==> src/rtl/ipt_pkg.sv <==
package ipt_pkg;
   localparam int SLOTS     = 4;
   localparam int ID_W      = $clog2(SLOTS);
   localparam int POST_LSB  = 12;
   localparam int IACK_LSB  = 8;
   localparam int TACK_LSB  = 4;
   localparam int RD_ID_LSB = 0;
   localparam int RD_T_LSB  = 4;
   localparam int RD_I_LSB  = 8;

   typedef logic [SLOTS-1:0] cpu_vec_t;

   typedef struct packed {
      cpu_vec_t post;
      cpu_vec_t iack;
      cpu_vec_t tack;
   } cmd_t;

   function automatic cpu_vec_t present_mask(input int n);
      cpu_vec_t m;
      for (int i = 0; i < SLOTS; i++) m[i] = (i < n);
      return m;
   endfunction
endpackage

==> src/rtl/ipt_cmd_decode.sv <==
module ipt_cmd_decode
   import ipt_pkg::*;
#(
   parameter int NUM_CPU = 4,
   parameter int DATA_W  = 64
) (
   input  logic              wr_en,
   input  logic [DATA_W-1:0] wr_data,
   output cmd_t              cmd,
   output logic              no_target
);
   localparam cpu_vec_t PRES = present_mask(NUM_CPU);

   cpu_vec_t raw_post, raw_iack, raw_tack;
   logic     unused_bits;

   assign raw_post = wr_data[POST_LSB +: SLOTS];
   assign raw_iack = wr_data[IACK_LSB +: SLOTS];
   assign raw_tack = wr_data[TACK_LSB +: SLOTS];
   assign unused_bits = ^{wr_data[DATA_W-1:POST_LSB+SLOTS], wr_data[TACK_LSB-1:0]};

   always_comb begin
      cmd.post = wr_en ? (raw_post & PRES) : '0;
      cmd.iack = wr_en ? (raw_iack & PRES) : '0;
      cmd.tack = wr_en ? (raw_tack & PRES) : '0;
      no_target = wr_en &&
                  (((raw_post != '0) && ((raw_post & PRES) == '0)) ||
                   ((raw_iack != '0) && ((raw_iack & PRES) == '0)) ||
                   ((raw_tack != '0) && ((raw_tack & PRES) == '0)));
   end
endmodule

==> src/rtl/ipt_pend_bank.sv <==
module ipt_pend_bank #(
   parameter int W        = 4,
   parameter bit SET_WINS = 1'b0
) (
   input  logic         clk,
   input  logic         rst_n,
   input  logic [W-1:0] set,
   input  logic [W-1:0] clr,
   output logic [W-1:0] pend
);
   for (genvar i = 0; i < W; i++) begin : g_lane
      logic nxt;
      if (SET_WINS) begin : g_set_first
         assign nxt = set[i] | (pend[i] & ~clr[i]);
      end else begin : g_clr_first
         assign nxt = ~clr[i] & (set[i] | pend[i]);
      end
      always_ff @(posedge clk or negedge rst_n) begin
         if (!rst_n) pend[i] <= 1'b0;
         else        pend[i] <= nxt;
      end
   end
endmodule

==> src/rtl/ipt_sticky.sv <==
module ipt_sticky #(
   parameter int W = 3
) (
   input  logic         clk,
   input  logic         rst_n,
   input  logic [W-1:0] set,
   input  logic         clr,
   output logic [W-1:0] q
);
   always_ff @(posedge clk or negedge rst_n) begin
      if (!rst_n) q <= '0;
      else        q <= set | (clr ? '0 : q);
   end
endmodule

==> src/rtl/cpu_irq_hub.sv <==
module cpu_irq_hub
   import ipt_pkg::*;
#(
   parameter int NUM_CPU = 4,
   parameter int DATA_W  = 64
) (
   input  logic              clk,
   input  logic              rst_n,
   input  logic              wr_en,
   input  logic [DATA_W-1:0] wr_data,
   input  logic              rd_en,
   input  logic [1:0]        rd_cpu,
   output logic [DATA_W-1:0] rd_data,
   input  logic              tick,
   output logic [3:0]        ipi_irq,
   output logic [3:0]        tmr_irq,
   output logic              warn_dup,
   output logic              warn_nopend,
   output logic              err_mask
);
   localparam cpu_vec_t PRES = present_mask(NUM_CPU);

   if (NUM_CPU < 1 || NUM_CPU > SLOTS) begin : g_bad_cpu
      $error("NUM_CPU out of range");
   end
   if (DATA_W < POST_LSB + SLOTS) begin : g_bad_w
      $error("DATA_W too narrow for command fields");
   end
   if (ID_W != 2) begin : g_bad_id
      $error("requester id field must be 2 bits");
   end

   cmd_t     cmd;
   logic     no_target;
   cpu_vec_t ipi_pend, tmr_pend;
   cpu_vec_t dup_hit, nop_hit;
   logic [2:0] flag_set, flag_q;

   ipt_cmd_decode #(.NUM_CPU(NUM_CPU), .DATA_W(DATA_W)) u_dec (
      .wr_en(wr_en), .wr_data(wr_data), .cmd(cmd), .no_target(no_target)
   );

   ipt_pend_bank #(.W(SLOTS), .SET_WINS(1'b0)) u_ipi (
      .clk(clk), .rst_n(rst_n), .set(cmd.post), .clr(cmd.iack), .pend(ipi_pend)
   );

   ipt_pend_bank #(.W(SLOTS), .SET_WINS(1'b1)) u_tmr (
      .clk(clk), .rst_n(rst_n), .set(tick ? PRES : '0), .clr(cmd.tack), .pend(tmr_pend)
   );

   assign dup_hit  = cmd.post & ipi_pend;
   assign nop_hit  = cmd.iack & ~(ipi_pend | cmd.post);
   assign flag_set = {no_target, |nop_hit, |dup_hit};

   ipt_sticky #(.W(3)) u_flags (
      .clk(clk), .rst_n(rst_n), .set(flag_set), .clr(rd_en), .q(flag_q)
   );

   assign warn_dup    = flag_q[0];
   assign warn_nopend = flag_q[1];
   assign err_mask    = flag_q[2];
   assign ipi_irq     = ipi_pend;
   assign tmr_irq     = tmr_pend;

   always_comb begin
      rd_data = '0;
      rd_data[RD_ID_LSB +: ID_W] = rd_cpu;
      rd_data[RD_T_LSB +: SLOTS] = tmr_pend;
      rd_data[RD_I_LSB +: SLOTS] = ipi_pend;
   end
endmodule

==> config.mk <==
export PLATFORM = sky130hd
export DESIGN_NAME = cpu_irq_hub
export DESIGN_NICKNAME = d
export VERILOG_FILES = /design/src/rtl/ipt_pkg.sv /design/src/rtl/ipt_cmd_decode.sv /design/src/rtl/ipt_pend_bank.sv /design/src/rtl/ipt_sticky.sv /design/src/rtl/cpu_irq_hub.sv
export SDC_FILE = /design/constraint.sdc
export NUM_CORES = 1
export LEC_CHECK = 0
export ABC_AREA = 1
export BUFFER_PORTS_ARGS = -buffer_cell sky130_fd_sc_hd__buf_4
export CORE_UTILIZATION = 30
export DETAILED_ROUTE_END_ITERATION = 8
export PLACE_DENSITY = 0.85
export SYNTH_ARGS = -nofsm -noshare
export SYNTH_HDL_FRONTEND = slang
export SYNTH_SLANG_ARGS = --single-unit
==> constraint.sdc <==
create_clock -name clk -period 1.5 [get_ports clk]
set_clock_uncertainty 0.1 [all_clocks]
set_input_delay 0 -clock clk [delete_from_list [all_inputs] [get_ports clk]]
set_output_delay 0 -clock clk [all_outputs]
set_load 0.02 [all_outputs]
Yosys cells after proc, flatten, opt, wreduce, memory -nomap -nowiden
Cells that the tools add are included.
{"block": "totals", "register_bits": 11, "latch_bits": 0, "ramBits": 0, "romBits": 0, "output_inout_bits": 75, "wordCells": 57, "n_memories": 0}
{"block": "op_classes", "addsub": 0, "multipliers": 0, "div_mod_pow": 0, "order_cmp": 0, "eq_ne": 0, "n_shift": 0, "mux": 5, "n_bitwise": 29, "n_reduce_logical": 14}
{"op": "2-to-1 mux 4 bit", "n": 4}
{"op": "logical NOT 4 bit", "n": 3}
{"op": "nonzero test 4 bit", "n": 3}
{"op": "AND 1 bit", "n": 8}
{"op": "AND 4 bit", "n": 2}
{"op": "NOT 1 bit", "n": 8}
{"op": "bitwise OR 1 bit", "n": 8}
{"op": "OR reduction 4 bit", "n": 2}
{"op": "logical AND 1 bit", "n": 4}
{"op": "NOT 4 bit", "n": 1}
{"op": "bitwise OR 4 bit", "n": 1}
{"op": "2-to-1 mux 3 bit", "n": 1}
{"op": "bitwise OR 3 bit", "n": 1}
{"op": "logical OR 1 bit", "n": 2}

Longest topological paths before layout
{"block": "depth", "word_depth": 6, "mapped_depth": 6, "ltp_nobuf": 5}

Modules after synthesis
Synthesis repeated with hierarchy kept, for this count alone.
{"block": "unflattened", "hier_cells": 155, "hier_area_um2": 1069.8}
{"module": "cpu_irq_hub", "instances": 1, "cells_each": 83, "area_each_um2": 554.3, "seq_area_each_um2": 0.0}
{"module": "ipt_pend_bank (u_tmr)", "instances": 1, "cells_each": 20, "area_each_um2": 160.2, "seq_area_each_um2": 100.1}
{"module": "ipt_pend_bank (u_ipi)", "instances": 1, "cells_each": 12, "area_each_um2": 130.1, "seq_area_each_um2": 100.1}
{"module": "ipt_cmd_decode", "instances": 1, "cells_each": 27, "area_each_um2": 112.6, "seq_area_each_um2": 0.0}
{"module": "ipt_sticky", "instances": 1, "cells_each": 13, "area_each_um2": 112.6, "seq_area_each_um2": 75.1}

Worst setup path after synthesis
OpenSTA, ideal clock, no wires.
{"block": "synth_timing", "path_type": "register to register", "from": "register u_ipi.pend[2]", "to": "register u_flags.q[1]", "t_arrival_ns": 0.784, "t_required_ns": 1.275, "setup_slack_ns": 0.491, "stages_incl_launch_ff": 6, "path_buffers": 0, "period_less_slack_ns": 1.009, "path_cell_list": "dfrtp_1 -> inv_1 -> nand2_1 -> nor2_1 -> nor2_1 -> nand3_1"}
{"block": "synth_between", "elab_chain_len": 5}
{"element": "from (decl)", "line_no": "ipt_pend_bank.sv:9", "rtl": "output logic [W-1:0] pend"}
{"element": "from (signal, indexed assignment)", "line_no": "ipt_pend_bank.sv:20", "rtl": "else pend[i] <= nxt;"}
{"element": "bitwise OR 4 bit", "line_no": "cpu_irq_hub.sv:52", "rtl": "assign nop_hit = cmd.iack & ~(ipi_pend | cmd.post);"}
{"element": "NOT 4 bit", "line_no": "cpu_irq_hub.sv:52"}
{"element": "AND 4 bit", "line_no": "cpu_irq_hub.sv:52"}
{"element": "OR reduction 4 bit", "line_no": "cpu_irq_hub.sv:53", "rtl": "assign flag_set = {no_target, |nop_hit, |dup_hit};"}
{"element": "bitwise OR 3 bit", "line_no": "ipt_sticky.sv:12", "rtl": "else q <= set | (clr ? '0 : q);"}
{"element": "to (signal assigned)", "line_no": "ipt_sticky.sv:12"}
{"element": "to (decl)", "line_no": "ipt_sticky.sv:8", "rtl": "output logic [W-1:0] q"}
No other way between the ends.

Final worst setup path
{"block": "layout_timing", "from": "register u_ipi.pend[0]", "to": "register u_ipi.pend[0]"}
{"block": "layout_between", "elab_chain_len": 2}
{"element": "bitwise OR 1 bit", "line_no": "ipt_pend_bank.sv:16", "rtl": "assign nxt = ~clr[i] & (set[i] | pend[i]);"}
{"element": "AND 1 bit", "line_no": "ipt_pend_bank.sv:16"}
{"element": "named net u_ipi.g_lane[0].nxt", "line_no": "ipt_pend_bank.sv:12", "rtl": "logic nxt;"}
The timed path passes the listed nets, and every way through them passes these cells.

==> results_dict.tcl <==
set metrics [dict create \
    status "finished, final reports clean" \
    crit_fanout 4 \
    synthesis.area_mm2 0.00102 \
    antenna_found_initial 0 \
    ir_drop_v 0.000203 \
    htree_levels 1 \
    yosys_warnings 0 \
    vias 748 \
    min_path_type "in2async" \
    grt_pass1_vias 609 \
    vias_per_cell 3.34 \
    initial_utilization_pct 32.5 \
    cp_common_cell "inv_1" \
    ys_seq_area_share_pct 27.1 \
    fin_crit_sh_pct 95.3 \
    synth.avg_cell_area_um2 7.70 \
    reg2reg_slack_ps 70 \
    cts_setup_buffers 0 \
    worst_hold_slack_ps 8.03 \
    route.detailed.drc 0 \
    slowest_stage "dlygate4sd3_1" \
    crit_type "reg2reg" \
    grt_overflow_total 0 \
    power.total_uw 980 \
    synthCells 132 \
    p_per_area_mw_per_mm2 773 \
    layout_commonest_cell "conb_1" \
    die_area_mm2 0.00362 \
    dpl-instance-area_mm2 0.00102 \
    worstPathRequired_ps 1610 \
    critPathMaxStageDelay_ps 550 \
    ant_nets 0 \
    crit_path_start_kind "flip-flop" \
    port_buffers 35 \
    drive_gt1_share_pct 22.2 \
    yosys.cell_types.count 15 \
    seq_power_share_pct 35.7 \
    setup_viol 0 \
    p_sw_share_pct 40.4 \
    cts_made_buffers 3 \
    arrival_ps 1540 \
    finalSetupTns_ps 0 \
    clock_power_share_pct 20.6 \
    area_delta_synth_final_pct 24.8 \
    fill_cells 335 \
    grtUsageTotal_pct 9.59 \
    first_iter_violations 18 \
    hold_viol_final 0 \
    final_cell_mix "conb_1 (54), buf_4 (35), nand2_1 (25)" \
    clkLatencyLatePin_ps 260 \
    grt_pass1_wl_um 2570 \
    core_mm2 0.00313 \
    switching_power_uw 396 \
    p_int_uw 584 \
    die_w_um 60.2 \
    routed_wl_um 1870 \
    place_congestion 0.688 \
    antennaDiodeCount 0 \
    end_kind "flip-flop" \
    drtPass1Iterations 4 \
    path_clk_slew_ps 70 \
    io_pins 146 \
    drv_cap 0 \
    leakagePower_nw 0.732 \
    path_cells "inv_1 > a22o_1 > dlygate4sd3_1 > inv_1" \
    clockBufferDepth 2 \
    fin_util_pct 40.5 \
    clockRootBuffer "clkbuf_4" \
    cts_sinks 11 \
    wl_per_cell_um 8.34 \
    cts_tree "done" \
    postLayoutCellArea_mm2 0.00127 \
    drv_slew 0 \
    rsz0062_at_grt "false" \
    fin_nets 252 \
    grt_max_degree 17 \
    fmax_mhz 700 \
    ys_seq_elements 11 \
    core.rowCount 20 \
    die_y_um 60.2 \
    p_comb_share_pct 43.7 \
    post-dp-hpwl_um 1350 \
    period_minus_slack_ps 1430 \
]
-- state kept, by name, summed over array words and instances (netlist names) --
name,cells
u_tmr.pend,4
u_ipi.pend,4
u_flags.q,3
-- power groups by stage --
stage,Sequential (mW),Clock [mW],Combinational [mW]
4_1_cts,0.350,0.213,0.426
2_1_floorplan,0.388,0,0.355
3_5_place_dp,0.356,0,0.369
5_1_grt,0.353,0.230,0.463
6_report,0.350,0.202,0.428
3_3_place_gp,0.354,0,0.361
-- repair_timing --
action,4_1_cts,5_1_grt
hold endpoints to repair,24,0
hold buffers,22,0
resized for setup,0,0
-- through the flow --
| stage | instances | worst slack [ps] |
|---|---|---|
| final | 224 | 70.6 |
| after global routing | 224 | 4.21 |
| after CTS | 224 | 67.4 |
| after detailed placement | 198 | 535 |
| after global placement | 198 | 546 |
| after floorplan | 185 | 491 |
-- synth_stat cells --
master / instances / share of area [%]
buf_6: 1 / 1.1
dfrtp_1: 11 / 27
a22o_1: 1 / 0.86
nand3_1: 3 / 1.5
nand2_2: 1 / 0.62
buf_4: 64 / 47
conb_1: 1 / 0.37
buf_12: 1 / 2.0
o21ai_1: 1 / 0.49
inv_1: 12 / 4.4
nor2_1: 8 / 3.0
o21ai_0: 1 / 0.49
nand2_1: 25 / 9.2
nand4_1: 1 / 0.62
nand3_2: 1 / 0.99
-- logic make-up (layout without fill, tap and decap cells) --
kind of cell / Yosys count / in the layout / synth area share [%]
compound gates: 3 / 3 / 1.85
flops: 11 / 11 / 27.1
other cells: 1 / 54 / 0.369
simple gates: 39 / 39 / 15.9
buf+inv: 78 / 73 / 54.8
-- routing by layer --
metal / up-vias / wire length (µm) / global-route usage, %
li1: 370 / - / -
met1: 326 / 624 / 9.51
met2: 50 / 1070 / 19.2
met3: 2 / 170 / 2.16
met4: 0 / 6 / 2.99
met5: - / 0 / 0
-- area by class of cell --
class,instances,area (µm²),share of cell area (%)
clock buffer,4,26.3,2.07
sequential,11,275,21.7
timing repair buffer,57,483,38.1
multi-input combinational,96,383,30.2
inverter,12,45.0,3.55
tap,44,55.1,4.34
-- final timing paths --
kind | from | to | cells past startpoint
min reg2reg | u_flags.q[2] | u_flags.q[2] | 2
max in group asynchronous | rst_n | u_tmr.pend[0] | 2
min | rst_n | u_flags.q[0] | 2
min in group clk | wr_en | u_flags.q[1] | 3
max | u_ipi.pend[0] | u_ipi.pend[0] | 4
max reg2reg | u_ipi.pend[0] | u_ipi.pend[0] | 4
-- critical path: cells and delay by family (launching register included) --
kind                   cells  cell delay, ps
AOI/OAI and AO/OA          1             190
buffers and inverters      3             680
DFF                        1             400
Note: power is estimated with default switching activity, not from simulation.
